--- src/rtl/dbgent_pkg.sv ---
package dbgent_pkg;
  localparam int NUM_CAUSE  = 3;
  localparam int CAUSE_STEP = 0;
  localparam int CAUSE_BRK  = 1;
  localparam int CAUSE_JTAG = 2;

  typedef struct packed {
    logic                 enter;
    logic [NUM_CAUSE-1:0] cause;
    logic                 useProbeVec;
  } dbgStrobe_t;
endpackage

--- src/rtl/dbgent_ctrl.sv ---
module dbgent_ctrl
  import dbgent_pkg::*;
(
  input  logic       clk,
  input  logic       rstN,
  input  logic       stepEnable,
  input  logic       bpExec,
  input  logic       retireValid,
  input  logic       jtagBreak,
  input  logic       rtMode,
  input  logic       probeEnable,
  input  logic       nmiIn,
  input  logic       dbgReturn,
  output dbgStrobe_t strobe,
  output logic       takeExc,
  output logic       debugMode,
  output logic       nmiTake,
  output logic       resumeTake
);
  logic [NUM_CAUSE-1:0] reqVec;
  logic [NUM_CAUSE-1:0] grant;
  logic dbgQ, takeQ, nmiTakeQ, resumeQ, nmiPendQ;
  logic entryNow, nmiSeen, nmiGo, leaveNow;

  always_comb begin
    reqVec             = '0;
    reqVec[CAUSE_STEP] = stepEnable & retireValid & ~rtMode;
    reqVec[CAUSE_BRK]  = bpExec & retireValid & ~rtMode;
    reqVec[CAUSE_JTAG] = jtagBreak;
  end

  // highest index wins: JTAG, then breakpoint, then step
  always_comb begin
    grant = '0;
    for (int i = 0; i < NUM_CAUSE; i++) begin
      if (reqVec[i]) begin
        grant    = '0;
        grant[i] = 1'b1;
      end
    end
  end

  assign entryNow = ~dbgQ & (|reqVec);
  assign leaveNow = dbgQ & dbgReturn;
  assign nmiSeen  = nmiPendQ | nmiIn;
  assign nmiGo    = ~dbgQ & ~entryNow & nmiSeen;

  always_ff @(posedge clk or negedge rstN) begin
    if (!rstN) begin
      dbgQ     <= 1'b0;
      takeQ    <= 1'b0;
      nmiTakeQ <= 1'b0;
      resumeQ  <= 1'b0;
      nmiPendQ <= 1'b0;
    end else begin
      if (entryNow)      dbgQ <= 1'b1;
      else if (leaveNow) dbgQ <= 1'b0;
      takeQ    <= entryNow;
      resumeQ  <= leaveNow;
      nmiTakeQ <= nmiGo;
      nmiPendQ <= nmiSeen & ~nmiGo;
    end
  end

  assign strobe.enter       = entryNow;
  assign strobe.cause       = grant;
  assign strobe.useProbeVec = probeEnable;
  assign takeExc    = takeQ;
  assign debugMode  = dbgQ;
  assign nmiTake    = nmiTakeQ;
  assign resumeTake = resumeQ;


  take_sets_mode_chk: assert property (@(posedge clk) disable iff (!rstN)
    takeExc |-> debugMode);

  jtag_enters_chk: assert property (@(posedge clk) disable iff (!rstN)
    (!debugMode && jtagBreak) |=> takeExc);

  nmi_masked_chk: assert property (@(posedge clk) disable iff (!rstN)
    nmiTake |-> !debugMode);

  return_clears_chk: assert property (@(posedge clk) disable iff (!rstN)
    (debugMode && dbgReturn) |=> (!debugMode && resumeTake));
endmodule

--- src/rtl/dbgent_dpath.sv ---
module dbgent_dpath
  import dbgent_pkg::*;
#(
  parameter int              PC_W      = 64,
  parameter logic [PC_W-1:0] VEC_PROBE = 64'hFFFF_FFFF_FF20_0200,
  parameter logic [PC_W-1:0] VEC_ROM   = 64'hFFFF_FFFF_BFC0_0400
) (
  input  logic                 clk,
  input  logic                 rstN,
  input  dbgStrobe_t           strobe,
  input  logic                 debugModeIn,
  input  logic [PC_W-1:0]      retirePc,
  output logic [PC_W-1:0]      savedPc,
  output logic [NUM_CAUSE-1:0] causeOut,
  output logic [PC_W-1:0]      vector
);
  logic [PC_W-1:0]      depcQ, vecQ;
  logic [NUM_CAUSE-1:0] causeQ;

  always_ff @(posedge clk or negedge rstN) begin
    if (!rstN) begin
      depcQ  <= '0;
      causeQ <= '0;
      vecQ   <= '0;
    end else if (strobe.enter) begin
      depcQ  <= retirePc;
      causeQ <= strobe.cause;
      vecQ   <= strobe.useProbeVec ? VEC_PROBE : VEC_ROM;
    end
  end

  assign savedPc  = depcQ;
  assign causeOut = causeQ;
  assign vector   = vecQ;


  depc_hold_chk: assert property (@(posedge clk) disable iff (!rstN)
    debugModeIn |=> ($stable(depcQ) && $stable(causeQ)));

  cause_onehot_chk: assert property (@(posedge clk) disable iff (!rstN)
    strobe.enter |=> $onehot(causeQ));
endmodule

--- src/rtl/dbg_entry_ctrl.sv ---
module dbg_entry_ctrl
  import dbgent_pkg::*;
#(
  parameter int              PC_W      = 64,
  parameter logic [PC_W-1:0] VEC_PROBE = 64'hFFFF_FFFF_FF20_0200,
  parameter logic [PC_W-1:0] VEC_ROM   = 64'hFFFF_FFFF_BFC0_0400
) (
  input  logic                 clk,
  input  logic                 rstN,
  input  logic                 stepEnable,
  input  logic                 bpExec,
  input  logic                 retireValid,
  input  logic [PC_W-1:0]      retirePc,
  input  logic                 jtagBreak,
  input  logic                 rtMode,
  input  logic                 probeEnable,
  input  logic                 nmiIn,
  input  logic                 dbgReturn,
  output logic                 takeExc,
  output logic [PC_W-1:0]      vector,
  output logic                 debugMode,
  output logic [PC_W-1:0]      savedPc,
  output logic [NUM_CAUSE-1:0] causeOut,
  output logic                 nmiTake,
  output logic                 resumeTake
);
  dbgStrobe_t strobe;

  dbgent_ctrl u_ctrl (
    .clk(clk), .rstN(rstN), .stepEnable(stepEnable), .bpExec(bpExec),
    .retireValid(retireValid), .jtagBreak(jtagBreak), .rtMode(rtMode),
    .probeEnable(probeEnable), .nmiIn(nmiIn), .dbgReturn(dbgReturn),
    .strobe(strobe), .takeExc(takeExc), .debugMode(debugMode),
    .nmiTake(nmiTake), .resumeTake(resumeTake)
  );

  dbgent_dpath #(.PC_W(PC_W), .VEC_PROBE(VEC_PROBE), .VEC_ROM(VEC_ROM)) u_dpath (
    .clk(clk), .rstN(rstN), .strobe(strobe), .debugModeIn(debugMode),
    .retirePc(retirePc), .savedPc(savedPc), .causeOut(causeOut), .vector(vector)
  );


  vector_legal_chk: assert property (@(posedge clk) disable iff (!rstN)
    takeExc |-> (vector == VEC_PROBE || vector == VEC_ROM));
endmodule

--- config.mk ---
export PLATFORM = sky130hd
export DESIGN_NAME = dbg_entry_ctrl
export DESIGN_NICKNAME = d
export VERILOG_FILES = /design/src/rtl/dbgent_pkg.sv /design/src/rtl/dbgent_ctrl.sv /design/src/rtl/dbgent_dpath.sv /design/src/rtl/dbg_entry_ctrl.sv
export SDC_FILE = /design/constraint.sdc
export NUM_CORES = 1
export LEC_CHECK = 0
export BUFFER_PORTS_ARGS = -buffer_cell sky130_fd_sc_hd__buf_2
export CAP_MARGIN = 0
export CORE_MARGIN = 2
export CORE_UTILIZATION = 48
export DETAILED_ROUTE_END_ITERATION = 8
export PLACE_DENSITY = 0.82
export SLEW_MARGIN = 20
export SYNTH_ARGS = -nofsm -noshare
export SYNTH_HDL_FRONTEND = slang
export SYNTH_SLANG_ARGS = --single-unit
--- constraint.sdc ---
create_clock -name clk -period 2.11 [get_ports clk]
set_clock_uncertainty 0.2 [all_clocks]
set_input_delay 0.422 -clock clk [delete_from_list [all_inputs] [get_ports clk]]
set_output_delay 0.422 -clock clk [all_outputs]
set_load 0.03 [all_outputs]
==> results.py <==
metrics = {
    "run_status": {
        "status": "completed",
    },
    "detailed_routing": {
        "avgRoutedWirePerCell_um": 16.24,
        "wl_um": 11900,
        "ant_nets": 0,
        "drcViolationCount": 0,
        "drt-pass1-iter-count": 5,
        "dr_total_vias": 4004,
        "drt_first_iter_violations": 160,
        "viasPerCell": 5.462,
    },
    "worst_setup_path": {
        "cp-start-kind": "flop",
        "startpoint": "u_ctrl.debugMode",
        "path_buf_inv": 1,
        "crit_type": "reg -> out",
        "reg2reg_from": "u_ctrl.debugMode",
        "cp.arrival_ns": 1.27,
        "worstPathRequired_ns": 1.49,
        "crit_chain": "buf_2",
        "cp_top_family": "flip-flops",
        "worstPathMaxFanout": 39,
        "cp_slowest_cell": "dfrtp_4",
        "slowest_delay_ns": 0.65,
        "end_kind": "output port",
    },
    "synth": {
        "yosysMostFrequentCell": "dfrtp_1",
        "synthFlopType": "dfrtp_1",
        "ys_seq_area_share_pct": 39.69,
        "synth.distinct_cells": 26,
        "syn_inst": 471,
        "synth_compound_area_share_pct": 29.24,
        "synth_top_area_share_pct": 39.69,
        "synth_area_leaders": "dfrtp_1 40%, o211ai_2 17%, o211ai_1 10%",
        "yosys.area_share.xor_xnor_pct": 0,
        "yosysTopAreaCell": "dfrtp_1",
        "synth_seq_cells": 75,
        "async_flop_share_pct": 100.0,
        "synth-simple-area-share_pct": 15.74,
        "syn_area_per_cell_um2": 10.04,
        "synth_top_family_by_area": "compound AO/OA/AOI/OAI gates",
        "yosys-top-cells-count": "75 x dfrtp_1, 68 x nand2_1, 66 x nand2b_1, 66 x o211ai_1, 66 x o211ai_2",
        "synthAdderAreaFrac_pct": 0,
        "synth_mux_area_share_pct": 0,
        "yosys_warnings": 0,
        "synth_edf_count": 0,
        "syn-cell-area_mm2": 0.004728,
    },
    "worst_hold_path": {
        "hold_path.class": "in -> reg",
        "hp-start": "nmiIn",
    },
    "sta": {
        "fin_crit_sh_pct": 89.84,
        "min_period_ns": 1.896,
        "worst_pin_slew_ns": 0.7402,
        "relSlewSlack_pct": 50.66,
        "slew_viol_final": 0,
        "setup_tns_ns": 0,
        "rsz0062_at_grt": "false",
        "max_freq_ghz": 0.5275,
        "finalSetupViolations": 0,
        "fin_ws_ns": 0.2143,
        "hold_violations": 0,
    },
    "clock_network": {
        "path_clk_slew_ns": 0.07,
        "clockRootBuffer": "clkbuf_8",
        "cts_made_buffers": 9,
        "cts_resized": 0,
        "h-tree-depth": 3,
        "worstSkewPairLatency_ns": 0.34,
        "cts.sinks": 75,
        "cts_tree": "done",
        "clockBufferDepth": 2,
    },
    "finish": {
        "fin_nets": 670,
        "n_antenna_cell": 0,
        "area_delta_synth_final_pct": 18.23,
        "drive_gt1_share_pct": 48.17,
        "utilization_pct": 57.73,
    },
    "power_and_ir_drop": {
        "p_leak_uw": 0.002561,
        "ir_worst_vdd_mv": 0.6092,
        "p_sw_share_pct": 43.26,
        "internal_power_uw": 3576,
        "p_comb_share_pct": 42.7,
        "total_power_uw": 6303,
        "power_switching_uw": 2727,
        "seqPwrFrac_pct": 35.8,
        "cellPowerDensity_mw_per_mm2": 1128,
        "p_clk_share_pct": 21.5,
    },
    "grt": {
        "grt.overflow.total": 0,
        "grt.total_usage_pct": 21.56,
        "antenna_found_initial": 0,
        "grt_pass1_vias": 3618,
        "grt_first_pass_wirelength_um": 17970,
        "grt_max_degree": 76,
    },
    "floorplan": {
        "dieArea_mm2": 0.01066,
        "coreArea_mm2": 0.009684,
        "start_util_pct": 48.82,
        "fp-row-count": 36,
        "die_y_um": 103.3,
        "num_io_pins": 209,
        "die_w_um": 103.3,
    },
    "placement": {
        "gp_congestion": 0.7262,
        "dpl.hpwl_um": 7924,
        "dp_slack_ns": 0.1665,
        "io_buffer_count": 189,
    },
    "job": {
        "cap_violations": 0,
    },
}
==> power by group through the flow <==
| stage | Sequential (uW) | Combinational, uW | Clock (uW) |
|---|---|---|---|
| after floorplan | 3050 | 1170 | 0 |
| after global placement | 2240 | 2630 | 0 |
| after detailed placement | 2270 | 2710 | 0 |
| after CTS | 2250 | 2710 | 1380 |
| after global routing | 2320 | 2880 | 1440 |
| final | 2260 | 2690 | 1350 |
==> sequential cells by signal, indices dropped and copies added (netlist names) <==
name               count
u_ctrl.debugMode       1
u_ctrl.resumeTake      1
u_dpath.vector         3
u_dpath.savedPc       64
u_ctrl.nmiPendQ        1
u_ctrl.takeExc         1
u_dpath.causeOut       3
u_ctrl.nmiTake         1
==> worst paths after layout <==
kind	end	slack, ns	cells after the start
max	debugMode	0.21	1
min reg2reg	u_dpath.vector[62]	0.30	1
min in group asynchronous	u_dpath.savedPc[29]	0.41	3
min	u_ctrl.nmiPendQ	0.15	3
max reg2reg	u_dpath.savedPc[23]	0.37	3
max in group asynchronous	u_ctrl.debugMode	0.94	3
==> cell families after synthesis <==
| family | Yosys count |
|---|---|
| AND/OR/NAND/NOR | 146 |
| AO/OA/AOI/OAI | 142 |
| other | 1 |
| buffers and inverters | 107 |
| flip-flops | 75 |
==> per-stage QoR <==
stage	hold slack (ns)	instances	area [um^2]
floorplan	-0.07359	489	4796
global placement	0.2742	717	5340
detailed placement	0.2673	717	5340
CTS	0.1317	733	5590
global route	0.1384	733	5590
finish	0.1464	733	5590
==> cell type report <==
type | instances | area (um^2)
Clock buffer | 11 | 141.4
Clock inverter | 4 | 98.84
Fill cell | 852 | 4094
Inverter | 1 | 3.754
Multi-Input combinational cell | 307 | 2213
Sequential cell | 75 | 1881
Tap cell | 133 | 166.4
Timing Repair Buffer | 202 | 1086
==> metal layers <==
metal  wire length [um]  vias up  global-route usage [%]
met4                225        0                   9.008
met1               4949     1949                   28.99
met2               5931      199                   34.72
li1                   -     1835                       -
met3                794       21                   3.562
met5                  0        -                       0
==> placed cells by master (no fill, tap or decap) <==
cell type,n
buf_2,188
dfrtp_1,74
nand2_1,68
o211ai_1,66
o211ai_2,66
nand2b_1,65
conb_1,19
clkbuf_8,10
buf_4,10
nor2_1,4
o21ai_0,4
bufinv_16,3
buf_12,3
a21oi_1,2
nand3_1,2
and2_1,1
nand2b_2,1
nor2_4,1
inv_2,1
o21a_4,1
nor3b_2,1
and2b_1,1
o21bai_1,1
and4bb_2,1
o311ai_0,1
or2_2,1
a21o_1,1
clkinv_4,1
clkbuf_1,1
dlygate4sd3_1,1
dfrtp_4,1
==> timing repair <==
action,4_1_cts,5_1_grt
setup buffers,0,0
endpoints found under the hold margin,75,0
hold buffers,1,0
Note: power is estimated with default switching activity, not from simulation.
